File: src/rtl/sport_buf_flags.sv
module sport_buf_flags (
  input  logic       clk,
  input  logic       rst_n,
  input  logic       xfer_start,
  input  logic       rx_load,
  input  logic       xfer_end,
  input  logic       rxbuf_rd,
  input  logic       txbuf_wr,
  input  logic       stat_wr,
  input  logic [3:0] stat_wdata,
  input  logic       ovr_ie,
  input  logic       txd_ie,
  input  logic       rx_dma_en,
  input  logic       tx_dma_en,
  output logic       rx_ovr,
  output logic       rx_full,
  output logic       tx_done,
  output logic       tx_full,
  output logic       irq,
  output logic       rx_dreq,
  output logic       tx_dreq
);

  logic ovr_set, ovr_clr, txd_set;

  assign ovr_set = xfer_start & rx_full;
  assign ovr_clr = stat_wr & ~stat_wdata[3];
  assign txd_set = xfer_end & ~tx_full;

  always_ff @(posedge clk or negedge rst_n) begin
    if (!rst_n) begin
      rx_ovr  <= 1'b0;
      rx_full <= 1'b0;
      tx_done <= 1'b0;
      tx_full <= 1'b0;
    end else begin
      if (ovr_set)       rx_ovr <= 1'b1;
      else if (ovr_clr)  rx_ovr <= 1'b0;

      if (rx_load)       rx_full <= 1'b1;
      else if (rxbuf_rd) rx_full <= 1'b0;

      if (txbuf_wr)        tx_full <= 1'b1;
      else if (xfer_start) tx_full <= 1'b0;

      if (txd_set)       tx_done <= 1'b1;
      else if (txbuf_wr) tx_done <= 1'b0;
    end
  end

  assign irq     = (rx_ovr & ovr_ie) | (tx_done & txd_ie);
  assign rx_dreq = rx_full & rx_dma_en;
  assign tx_dreq = ~tx_full & tx_dma_en;

endmodule

File: config.mk
export PLATFORM = sky130hd
export DESIGN_NAME = sport_buf_flags
export DESIGN_NICKNAME = d
export VERILOG_FILES = /design/src/rtl/sport_buf_flags.sv
export SDC_FILE = /design/constraint.sdc
export NUM_CORES = 1
export LEC_CHECK = 0
export BUFFER_PORTS_ARGS = -buffer_cell sky130_fd_sc_hd__buf_4
export CELL_PAD_IN_SITES_DETAIL_PLACEMENT = 0
export CELL_PAD_IN_SITES_GLOBAL_PLACEMENT = 2
export CORE_MARGIN = 2
export CORE_UTILIZATION = 12
export CTS_BUF_LIST = sky130_fd_sc_hd__clkbuf_2
export DETAILED_ROUTE_END_ITERATION = 12
export HOLD_SLACK_MARGIN = 0.08
export PLACE_DENSITY_LB_ADDON = 0.1
export SYNTH_ARGS = -nofsm -noshare
export SYNTH_HDL_FRONTEND = slang
export SYNTH_SLANG_ARGS = --single-unit
export TNS_END_PERCENT = 10
File: constraint.sdc
create_clock -name clk -period 0.8 [get_ports clk]
set_input_delay 0.04 -clock clk [delete_from_list [all_inputs] [get_ports clk]]
set_output_delay 0.04 -clock clk [all_outputs]
set_load 0.05 [all_outputs]
==> results.sh <==
export IMPL_dr_pass1_iterations=2
export IMPL_h_tree_lvl_count=1
export IMPL_synth_avg_cell_area_um2=10.79
export IMPL_die_height_um=41.93
export IMPL_cts_made_buffers=3
export IMPL_detail_route_antenna_nets=0
export IMPL_worst_setup_hold_path_clk_slew_ns=0.05
export IMPL_wire_per_inst_um=9.271
export IMPL_timing_critical_path_cells="a22o_4, buf_6"
export IMPL_ys_warn_count=0
export IMPL_synth_top_cells_by_area="dfrtp_1, a22o_1, a21o_1"
export IMPL_hold_path_class="primary input to register"
export IMPL_synthDominantCellAreaShare_pct=57.97
export IMPL_numClockSinks=4
export IMPL_total_power_uw=735.2
export IMPL_first_global_vias=241
export IMPL_reg2reg_slack_ns=-0.02
export IMPL_design_final_nets=62
export IMPL_area_growth_synth_to_final_pct=165.2
export IMPL_fin_skew_ns=0.002096
export IMPL_worstHoldEndpoint="rx_ovr"
export IMPL_coreArea_um2=1318
export IMPL_crit_path_start_kind="register"
export IMPL_routed_via_count=222
export IMPL_type_of_the_setup_path_with_the_least_slack="register to primary output"
export IMPL_cts_post_setup_buffers_inserted=0
export IMPL_grt_overflow_total=0
export IMPL_timing_setup_tns_ns=-0.8732
export IMPL_global_route_wire_length_before_repair_um=972
export IMPL_synth_yosys_seq_area_share_pct=57.97
export IMPL_hpwl_um=439.5
export IMPL_power_density_nw_per_um2=1606
export IMPL_syn_area_um2=172.7
export IMPL_first_iter_violations=3
export IMPL_synth_ff_latch_count=4
export IMPL_cts_hold_buf=4
export IMPL_route_detailed_drc=0
export IMPL_rows=13
export IMPL_finalSetupViolations=8
export IMPL_floorplan_initialDensity_pct=13.11
export IMPL_clk_latency_ns=0.20
export IMPL_critPathRequiredTime_ns=0.76
export IMPL_result_of_the_run="finished, violations left"
export IMPL_maxCapViolations=0
export IMPL_path_delay_family="flip-flops"
export IMPL_post_route_cells_drive_above_1_share_pct=70.45
export IMPL_fmax_mhz=965.9
export IMPL_syn_inst=16
export IMPL_post_synth_num_cell_types=8
export IMPL_clock_tree_from_tritoncts="done"
export IMPL_rsz_0062_raised_after_global_routing="yes"
export IMPL_arrival_ns=1.00
export IMPL_layout_min_cycle_time_ns=1.035
export IMPL_globalRouteTotalUtil_pct=7.616
export IMPL_violated_checks="setup timing"
export IMPL_synth_top_cell_by_area="dfrtp_1"
export IMPL_finalCritPeriodShare_pct=129.4
export IMPL_path_depth=2
export IMPL_crit_path_max_fanout=2
export IMPL_antenna_cells_inserted=0
export IMPL_grt_antenna_before_repair=0
export IMPL_critical_path_slowest_cell="dfrtp_2"
export IMPL_grt_max_degree=5
export IMPL_tightestPinTransition_ns=0.1189
export IMPL_dieArea_um2=1758
export IMPL_ctsRootBufferMaster="clkbuf_2"
export IMPL_layout_setup_ws_ns=-0.2353
export IMPL_hold_fails_final_rpt=0
export IMPL_timing_final_max_slew_violations=0
export IMPL_gpl_final_weighted_congestion=0.6410
export IMPL_post_drt_via_cell_ratio=3.763
export IMPL_slew_limit_headroom_pct=92.07
export IMPL_timing_rr_start="rx_ovr"
export IMPL_r2r_worst_path_cells=2
export IMPL_crit_path_end_kind="primary output"
export IMPL_routed_wirelength_um=547
export IMPL_worst_ir_drop_vdd_mv=0.7189
export IMPL_num_io_pins=23
export IMPL_die_w_um=41.93
export IMPL_cp_buffers_inverters=1
export IMPL_ctsLongestPathBuffers=2
export IMPL_worst_path_largest_cell_delay_ns=0.40
export IMPL_worstHoldPathCells=2
export IMPL_hold_path_startpoint="xfer_start"
export IMPL_mappedNetlistNets=32
export IMPL_worst_r2r_endpoint="rx_ovr"
export IMPL_numPortBuffers=19
export IMPL_static_leakage_power_nw=0.2383
## Yosys cell counts (all sizes together)
cell	count
o22ai	1
and2	1
a22o	2
nand2b	1
a21o	2
dfrtp	4
nor2b	1
inv	4
## final cells by class
cell class                 count  area, um2
clock buffer                   3      15.01
fill                         138      859.6
inverter                       4      15.01
multi-input combinational      8      76.32
sequential                     4      105.1
tap                           15      18.77
timing repair buffer          25      227.7
## worst max-delay path by stage
stage,start,endpoint
after floorplan,rx_ovr,irq
after global placement,rx_ovr,irq
after CTS,rx_ovr,irq
after detailed placement,rx_ovr,irq
final,rx_ovr,irq
after global routing,rx_ovr,irq
## state kept, by name, summed over array words and instances (netlist names)
| name | flops |
|---|---|
| rx_full | 1 |
| rx_ovr | 1 |
| tx_done | 1 |
| tx_full | 1 |
## logic make-up (layout without fill, tap and decap cells)
logic type | count (synthesis) | count (layout) | share of synthesized area [%]
AND/OR/NAND/NOR | 3 | 3 | 10.88
AO/OA/AOI/OAI | 5 | 5 | 22.47
buffers and inverters | 4 | 32 | 8.693
flip-flops | 4 | 4 | 57.97
## through the flow
step                      setup WS (ns)  cells  hold slack [ns]  area, um2  utilization (%)
after detailed placement       -0.03801     52          -0.1575      372.9            28.30
after CTS                       -0.2529     59          0.06632      454.2            34.47
after floorplan                -0.09014     16          -0.2556      196.4                -
after global routing            -0.2926     59          0.06365      457.9            34.76
final                           -0.2353     59          0.07716      457.9            34.76
after global placement         -0.03926     52          -0.1581      372.9            28.30
## report_power, final
group          internal (mW)  switching, mW
logic                  0.154          0.154
registers              0.224         0.0190
clock network          0.101         0.0831
total                  0.479          0.256
## cell usage in the layout (no fill, tap or decap)
master and n:
a22o_4 1, nor2b_4 1, and2_4 1, inv_1 4, dlygate4sd3_1 4, buf_6 8
buf_4 13, o22ai_1 1, dfrtp_2 4, clkbuf_2 3, a22o_1 1, nand2b_1 1
a21o_1 2
## what timing repair did
item                       CTS  global route
cloned                       0             0
hold endpoints to repair     8             1
setup endpoints to repair    8             9
gates resized for setup      7             1
## routing by layer
| layer | up-vias | part of all wire [%] | GRT usage [%] | wire length [um] |
|---|---|---|---|---|
| met5 | - | 0 | 0 | 0 |
| met4 | 0 | 0 | 0 | 0 |
| met3 | 0 | 11 | 6.957 | 61 |
| li1 | 110 | - | - | - |
| met2 | 12 | 59 | 12.81 | 322 |
| met1 | 100 | 30 | 7.349 | 163 |
Note: power is estimated with default switching activity, not from simulation.
